$ cat src/rtl/vsw_pkg.sv
package vsw_pkg;

  typedef enum logic [1:0] {
    RES_OK    = 2'b00,
    RES_IOERR = 2'b01,
    RES_RETRY = 2'b10
  } vsw_res_e;

  typedef enum logic [3:0] {
    S_IDLE,
    S_HI_WAIT,
    S_HI_CAP,
    S_HI_CHK,
    S_LO_CAP0,
    S_LO_CHK0,
    S_LO_WAIT5,
    S_LO_CAP1,
    S_LO_CHK1,
    S_LO_WAIT1,
    S_LO_CAP2,
    S_LO_CHK2,
    S_PWR_WAIT
  } vsw_state_e;

endpackage

$ cat src/rtl/vsw_interval_timer.sv
module vsw_interval_timer #(
  parameter int CNT_W = 8
) (
  input  logic             clk,
  input  logic             rst_n,
  input  logic             load_i,
  input  logic [CNT_W-1:0] load_val_i,
  output logic             expire_o
);

  logic [CNT_W-1:0] cnt_q;
  logic             run_q;

  assign expire_o = run_q && (cnt_q == '0);

  always_ff @(posedge clk or negedge rst_n) begin
    if (!rst_n) begin
      cnt_q <= '0;
      run_q <= 1'b0;
    end else if (load_i) begin
      cnt_q <= load_val_i;
      run_q <= 1'b1;
    end else if (run_q) begin
      if (cnt_q == '0) run_q <= 1'b0;
      else             cnt_q <= cnt_q - 1'b1;
    end
  end

  // an interval ends once; it never re-fires without a new load
  assert_timer_single_R3: assert property (@(posedge clk) disable iff (!rst_n)
    (expire_o && !load_i) |=> !expire_o);

endmodule

$ cat src/rtl/vsw_line_sampler.sv
module vsw_line_sampler #(
  parameter int DAT_W = 4
) (
  input  logic             clk,
  input  logic             rst_n,
  input  logic             cap_i,
  input  logic [DAT_W-1:0] dat_i,
  input  logic             rb_i,
  output logic             all_low_o,
  output logic             all_high_o,
  output logic             rb_q_o
);

  logic [DAT_W-1:0] dat_q;
  logic             rb_q;

  always_ff @(posedge clk or negedge rst_n) begin
    if (!rst_n) begin
      dat_q <= '0;
      rb_q  <= 1'b0;
    end else if (cap_i) begin
      dat_q <= dat_i;
      rb_q  <= rb_i;
    end
  end

  assign all_low_o  = (dat_q == '0);
  assign all_high_o = &dat_q;
  assign rb_q_o     = rb_q;

endmodule

$ cat src/rtl/vsw_fsm.sv
module vsw_fsm
  import vsw_pkg::*;
(
  input  logic       clk,
  input  logic       rst_n,
  input  logic       start_i,
  input  logic       req_18v_i,
  input  logic       ver3_i,
  input  logic       expire_i,
  input  logic       dat_low_i,
  input  logic       dat_high_i,
  input  logic       rb_i,
  output logic       load_o,
  output logic       long_o,
  output logic       cap_o,
  output logic       sig18_o,
  output logic       clk_en_o,
  output logic       pwr_o,
  output logic       busy_o,
  output logic       done_o,
  output logic [1:0] result_o
);

  vsw_state_e state_q, state_n;
  logic       sig18_q, sig18_n;
  logic       clk_q, clk_n;
  logic       pwr_q, pwr_n;
  logic       done_q, done_n;
  vsw_res_e   res_q, res_n;
  logic       fail;

  always_comb begin
    state_n = state_q;
    sig18_n = sig18_q;
    clk_n   = clk_q;
    pwr_n   = pwr_q;
    done_n  = 1'b0;
    res_n   = res_q;
    load_o  = 1'b0;
    long_o  = 1'b0;
    cap_o   = 1'b0;
    fail    = 1'b0;
    unique case (state_q)
      S_IDLE: begin
        if (start_i) begin
          if (!ver3_i || (req_18v_i && sig18_q)) begin
            done_n = 1'b1;
            res_n  = RES_OK;
          end else if (req_18v_i) begin
            clk_n   = 1'b0;
            state_n = S_LO_CAP0;
          end else begin
            sig18_n = 1'b0;
            load_o  = 1'b1;
            long_o  = 1'b1;
            state_n = S_HI_WAIT;
          end
        end
      end
      S_HI_WAIT: if (expire_i) state_n = S_HI_CAP;
      S_HI_CAP: begin
        cap_o   = 1'b1;
        state_n = S_HI_CHK;
      end
      S_HI_CHK: begin
        done_n  = 1'b1;
        res_n   = rb_i ? RES_IOERR : RES_OK;
        state_n = S_IDLE;
      end
      S_LO_CAP0: begin
        cap_o   = 1'b1;
        state_n = S_LO_CHK0;
      end
      S_LO_CHK0: begin
        if (dat_low_i) begin
          sig18_n = 1'b1;
          load_o  = 1'b1;
          long_o  = 1'b1;
          state_n = S_LO_WAIT5;
        end else begin
          fail = 1'b1;
        end
      end
      S_LO_WAIT5: if (expire_i) state_n = S_LO_CAP1;
      S_LO_CAP1: begin
        cap_o   = 1'b1;
        state_n = S_LO_CHK1;
      end
      S_LO_CHK1: begin
        if (rb_i) begin
          clk_n   = 1'b1;
          load_o  = 1'b1;
          state_n = S_LO_WAIT1;
        end else begin
          fail = 1'b1;
        end
      end
      S_LO_WAIT1: if (expire_i) state_n = S_LO_CAP2;
      S_LO_CAP2: begin
        cap_o   = 1'b1;
        state_n = S_LO_CHK2;
      end
      S_LO_CHK2: begin
        if (dat_high_i) begin
          done_n  = 1'b1;
          res_n   = RES_OK;
          state_n = S_IDLE;
        end else begin
          fail = 1'b1;
        end
      end
      S_PWR_WAIT: begin
        if (expire_i) begin
          pwr_n   = 1'b1;
          sig18_n = 1'b0;
          clk_n   = 1'b1;
          done_n  = 1'b1;
          res_n   = RES_RETRY;
          state_n = S_IDLE;
        end
      end
      default: state_n = S_IDLE;
    endcase
    if (fail) begin
      pwr_n   = 1'b0;
      load_o  = 1'b1;
      long_o  = 1'b0;
      state_n = S_PWR_WAIT;
    end
  end

  always_ff @(posedge clk or negedge rst_n) begin
    if (!rst_n) begin
      state_q <= S_IDLE;
      sig18_q <= 1'b0;
      clk_q   <= 1'b1;
      pwr_q   <= 1'b1;
      done_q  <= 1'b0;
      res_q   <= RES_OK;
    end else begin
      state_q <= state_n;
      sig18_q <= sig18_n;
      clk_q   <= clk_n;
      pwr_q   <= pwr_n;
      done_q  <= done_n;
      res_q   <= res_n;
    end
  end

  assign sig18_o  = sig18_q;
  assign clk_en_o = clk_q;
  assign pwr_o    = pwr_q;
  assign busy_o   = (state_q != S_IDLE);
  assign done_o   = done_q;
  assign result_o = res_q;

  assert_ver_low_R2: assert property (@(posedge clk) disable iff (!rst_n)
    (state_q == S_IDLE && start_i && !ver3_i) |=>
      (done_q && res_q == RES_OK && $stable(sig18_q) && $stable(clk_q) && $stable(pwr_q)));

  assert_clk_off_busy_R5: assert property (@(posedge clk) disable iff (!rst_n)
    !clk_q |-> busy_o);

  assert_sig18_rise_R6: assert property (@(posedge clk) disable iff (!rst_n)
    $rose(sig18_q) |-> ($past(state_q) == S_LO_CHK0 && $past(dat_low_i)));

  assert_pwr_off_busy_R8: assert property (@(posedge clk) disable iff (!rst_n)
    !pwr_q |-> (state_q == S_PWR_WAIT));

  assert_retry_restore_R8: assert property (@(posedge clk) disable iff (!rst_n)
    (done_q && res_q == RES_RETRY) |-> (pwr_q && clk_q && !sig18_q));

  assert_done_pulse_R9: assert property (@(posedge clk) disable iff (!rst_n)
    done_q |=> !done_q);

  assert_result_legal_R9: assert property (@(posedge clk) disable iff (!rst_n)
    done_q |-> (res_q != 2'b11));

endmodule

$ cat src/rtl/vsw_sequencer.sv
module vsw_sequencer #(
  parameter int CYCLES_PER_MS  = 1000,
  parameter int SWITCH_WAIT_MS = 5,
  parameter int SETTLE_WAIT_MS = 1,
  parameter int DAT_W          = 4
) (
  input  logic             clk,
  input  logic             rst_n,
  input  logic             start_i,
  input  logic             req_18v_i,
  input  logic             ver3_i,
  input  logic             sig18_rb_i,
  input  logic [DAT_W-1:0] dat_lvl_i,
  output logic             busy_o,
  output logic             done_o,
  output logic [1:0]       result_o,
  output logic             sig18_en_o,
  output logic             card_clk_en_o,
  output logic             bus_pwr_o
);

  localparam int LONG_CYC  = SWITCH_WAIT_MS * CYCLES_PER_MS;
  localparam int SHORT_CYC = SETTLE_WAIT_MS * CYCLES_PER_MS;
  localparam int MAX_CYC   = (LONG_CYC > SHORT_CYC) ? LONG_CYC : SHORT_CYC;
  localparam int CNT_W     = (MAX_CYC > 2) ? $clog2(MAX_CYC) : 1;
  localparam logic [CNT_W-1:0] LONG_VAL  = CNT_W'(LONG_CYC - 1);
  localparam logic [CNT_W-1:0] SHORT_VAL = CNT_W'(SHORT_CYC - 1);

  logic             load, long_sel, expire, cap;
  logic             dat_low, dat_high, rb_q;
  logic [CNT_W-1:0] load_val;

  assign load_val = long_sel ? LONG_VAL : SHORT_VAL;

  vsw_interval_timer #(.CNT_W(CNT_W)) u_timer (
    .clk        (clk),
    .rst_n      (rst_n),
    .load_i     (load),
    .load_val_i (load_val),
    .expire_o   (expire)
  );

  vsw_line_sampler #(.DAT_W(DAT_W)) u_sampler (
    .clk        (clk),
    .rst_n      (rst_n),
    .cap_i      (cap),
    .dat_i      (dat_lvl_i),
    .rb_i       (sig18_rb_i),
    .all_low_o  (dat_low),
    .all_high_o (dat_high),
    .rb_q_o     (rb_q)
  );

  vsw_fsm u_fsm (
    .clk        (clk),
    .rst_n      (rst_n),
    .start_i    (start_i),
    .req_18v_i  (req_18v_i),
    .ver3_i     (ver3_i),
    .expire_i   (expire),
    .dat_low_i  (dat_low),
    .dat_high_i (dat_high),
    .rb_i       (rb_q),
    .load_o     (load),
    .long_o     (long_sel),
    .cap_o      (cap),
    .sig18_o    (sig18_en_o),
    .clk_en_o   (card_clk_en_o),
    .pwr_o      (bus_pwr_o),
    .busy_o     (busy_o),
    .done_o     (done_o),
    .result_o   (result_o)
  );

endmodule

$ cat config.mk
export PLATFORM = sky130hd
export DESIGN_NAME = vsw_sequencer
export DESIGN_NICKNAME = d
export VERILOG_FILES = /design/src/rtl/vsw_pkg.sv /design/src/rtl/vsw_interval_timer.sv /design/src/rtl/vsw_line_sampler.sv /design/src/rtl/vsw_fsm.sv /design/src/rtl/vsw_sequencer.sv
export SDC_FILE = /design/constraint.sdc
export NUM_CORES = 1
export LEC_CHECK = 0
export ABC_AREA = 1
export BUFFER_PORTS_ARGS = -buffer_cell sky130_fd_sc_hd__buf_2
export CAP_MARGIN = 20
export CORE_UTILIZATION = 55
export DETAILED_ROUTE_END_ITERATION = 16
export PLACE_DENSITY_LB_ADDON = 0.2
export SLEW_MARGIN = 20
export SYNTH_ARGS = -nofsm -noshare
export SYNTH_HDL_FRONTEND = slang
export SYNTH_HIERARCHICAL = 1
export SYNTH_SLANG_ARGS = --single-unit
export TNS_END_PERCENT = 10
$ cat constraint.sdc
create_clock -name clk -period 2.1 [get_ports clk]
set_input_delay 0.42 -clock clk [delete_from_list [all_inputs] [get_ports clk]]
set_output_delay 0.42 -clock clk [all_outputs]
set_load 0.01 [all_outputs]
==> impl_metrics.env <==
export IMPL_worst_slew_pin_slew_ns=0.7595
export IMPL_dieHeight_um=60.84
export IMPL_cts_buffers=5
export IMPL_avgSynthCellArea_sq_um=6.612
export IMPL_drive_gt1_share_pct=16.62
export IMPL_drv_cap=0
export IMPL_via_per_inst=4.978
export IMPL_die_area_sq_um=3702
export IMPL_synthCells=288
export IMPL_synth_area_leader_cell="dfrtp_1"
export IMPL_ys_seq_area_share_pct=38.24
export IMPL_syn_area_sq_um=1904
export IMPL_fillers=316
export IMPL_worstSetupPathType="flop to flop"
export IMPL_drt_iter0_drc=82
export IMPL_drc=0
export IMPL_synth_edf_count=0
export IMPL_wire_per_inst_um=10.94
export IMPL_holdBufCountCts=0
export IMPL_power_density_nw_per_um2=1524
export IMPL_track_usage_pct=25.92
export IMPL_cts_tree="yes"
export IMPL_finalCritPeriodShare_pct=90.41
export IMPL_multi_input_comb_area_sq_um=1054
export IMPL_worst_clock_skew_ns=0.01633
export IMPL_syn_to_final_growth_pct=14.26
export IMPL_cpPeakStageDelay_ns=0.43
export IMPL_grt_pass1_wl_um=7031
export IMPL_cp_start_kind="flop"
export IMPL_cp_required_ns=2.32
export IMPL_start_util_pct=57.07
export IMPL_worstPathCellList="nor2_1 > nand2_1 > inv_1 > nand4_1 > nor3_2 > inv_1 > nand3_1 > nand2_1 > nor2_4 > nand2_2 > nand2_1 > nand3_1"
export IMPL_leakagePower_nw=1.148
export IMPL_core_rowCount=21
export IMPL_dpl_cell_count=363
export IMPL_layout_cells_non_filler=371
export IMPL_hold_viol=0
export IMPL_cpMostUsedCell="nand2_1"
export IMPL_synth_warnings=6
export IMPL_status="finished, final reports clean"
export IMPL_port_buffers=16
export IMPL_design_area_sq_um=2176
export IMPL_clockBufferDepth=2
export IMPL_ant_nets=0
export IMPL_critPathMaxFanout=7
export IMPL_peakVddDrop_mv=0.7201
export IMPL_maxSlewHeadroom_pct=49.14
export IMPL_die_w_um=60.84
export IMPL_drv_slew=0
export IMPL_async_flop_share_pct=100.0
export IMPL_synth_cell_types=26
export IMPL_globalplace_congestion=1.046
export IMPL_layout_area_seq_sq_um=728.2
export IMPL_ys_flop_type="dfrtp_1"
export IMPL_finalSetupViolations=0
export IMPL_root_buffer="clkbuf_4"
export IMPL_fin_nets=336
export IMPL_crit_path_end_kind="flop"
export IMPL_hpwl_um=3026
export IMPL_core_sq_um=3337
export IMPL_pin_count=17
export IMPL_path_clk_slew_ns=0.10
export IMPL_fmax_mhz=526.7
export IMPL_clock_latency_ns=0.34
export IMPL_n_antenna_cell=0
export IMPL_h_tree_depth=2
export IMPL_place_area_sq_um=2106
export IMPL_antenna_found_initial=0
export IMPL_cts_num_sinks=29
export IMPL_finalCriticalPeriod_ns=1.899
export IMPL_overflow=0
export IMPL_synth_top_area_share_pct=35.48
export IMPL_vias=1847
export IMPL_grt_pass1_vias=1672
export IMPL_netlist_top_cells_area="dfrtp_1, nand2_1, nand3_1, inv_1, nor2_1"
export IMPL_firstDrtPassIters=4
export IMPL_cp_arrival_ns=2.11
export IMPL_yosys_register_bits=29
export IMPL_cp_slowest_cell="dfrtp_1"
export IMPL_routed_wl_um=4057
export IMPL_grt_max_degree=30
export IMPL_min_path_type="input port to async pin"
[cells in the mapped netlist (all sizes together), types with 2 or more instances]
library cell / count
xnor2: 2
nand4: 5
ha: 2
buf: 2
o21ai: 12
dfrtp: 27
nand2: 112
conb: 2
inv: 35
nand3b: 2
nor2: 37
nand3: 36
dfstp: 2
o211ai: 2
xor2: 2
nor3: 4
[through the flow]
step	power, mW	util, %	setup slack (ns)	TNS (ns)	hold slack [ns]
floorplan	2.452	-	0.1992	0	0.1244
global placement	2.924	63.10	0.1841	0	0.4507
detailed placement	2.950	63.10	0.1486	0	0.4545
CTS	3.348	65.05	0.1234	0	0.09716
global route	3.709	65.20	-0.03518	-0.08131	0.1316
finish	3.316	65.20	0.2013	0	0.08568
[path summary, 6_finish.rpt]
path / startpoint / to / slack, ns / depth (start not counted)
worst max-delay path: u_timer/cnt_q[8]$_DFFE_PN0P_ / u_fsm/state_q[2]$_DFFE_PN0P_ / 0.20 / 12
worst min-delay path: rst_n / u_sampler/dat_q[0]$_DFFE_PN0P_ / 0.09 / 1
worst max register to register: u_timer/cnt_q[8]$_DFFE_PN0P_ / u_fsm/state_q[2]$_DFFE_PN0P_ / 0.20 / 12
worst min register to register: u_fsm/clk_en_o$_DFFE_PN1P_ / u_fsm/clk_en_o$_DFFE_PN1P_ / 0.46 / 2
max in group asynchronous: rst_n / u_fsm/state_q[0]$_DFFE_PN0P_ / 1.58 / 1
min in group clk: dat_lvl_i[0] / u_sampler/dat_q[0]$_DFFE_PN0P_ / 0.28 / 3
[critical path: cells and delay by family, from the launching register on]
family,cells,cell delay [ns]
buffers and inverters,2,0.20
and+or+nand+nor,10,1.16
DFF,1,0.43
[power breakdown]
| group | total, mW | switching (mW) | internal, mW |
|---|---|---|---|
| clock network | 0.370 | 0.208 | 0.163 |
| logic | 1.89 | 1.18 | 0.707 |
| registers | 1.06 | 0.227 | 0.831 |
| total | 3.32 | 1.61 | 1.70 |
[final cells by class]
class | instances | area share (%)
tap | 46 | 2.645
sequential | 29 | 33.47
clock inverter | 2 | 0.6325
timing repair buffer | 24 | 6.440
multi-input combinational | 229 | 48.42
clock buffer | 6 | 2.358
inverter | 35 | 6.038
[layout by cell type, fill, tap and decap left out]
cell type / instances
a211oi_1: 1
nand2_2: 5
xor2_1: 2
inv_2: 2
nand3b_1: 2
xnor2_1: 2
o21ai_2: 1
buf_2: 16
inv_1: 33
dfstp_2: 2
buf_4: 8
ha_1: 2
nor3_1: 3
nand2_1: 107
conb_1: 10
o211ai_1: 2
a21oi_1: 1
o21ai_1: 6
nor2_4: 2
nor2_2: 8
or2_2: 1
clkinv_2: 1
clkbuf_8: 1
nor2_1: 27
o21ai_0: 5
nor3_2: 1
dfrtp_1: 27
nand4_1: 5
clkbuf_4: 5
clkinv_4: 1
nand3_1: 36
[metal layers]
metal | share of wire (%) | track usage (%) | vias up
met5 | 0 | 0 | -
met4 | 2.7 | 10.39 | 0
met3 | 5.0 | 5.117 | 14
met2 | 49 | 44.90 | 51
met1 | 44 | 31.64 | 808
li1 | - | - | 974
[registers in the layout, summed over array words and instances (netlist names)]
name,count
u_fsm/clk_en_o,1
u_fsm/done_o,1
u_fsm/pwr_o,1
u_fsm/result_o,2
u_fsm/sig18_o,1
u_fsm/state_q,4
u_sampler/dat_q,4
u_sampler/rb_q_o,1
u_timer/cnt_q,13
u_timer/run_q,1
[what timing repair did]
action | in CTS | in global routing
setup buffers | 0 | 0
gates resized for setup | 0 | 1
endpoints found under the setup margin | 0 | 5
[kinds of logic (layout without fill, tap and decap cells)]
logic type      after synthesis  count (layout)  synth area share, %
flops                        29              29                38.24
fa+ha+maj                     2               2                1.314
xor+xnor                      4               4                1.840
buf+inv                      38              67                8.279
simple gates                197             197                45.14
other cells                   2              10               0.3944
compound gates               16              16                4.796
No activity file was read; power rests on OpenSTA's default activity.
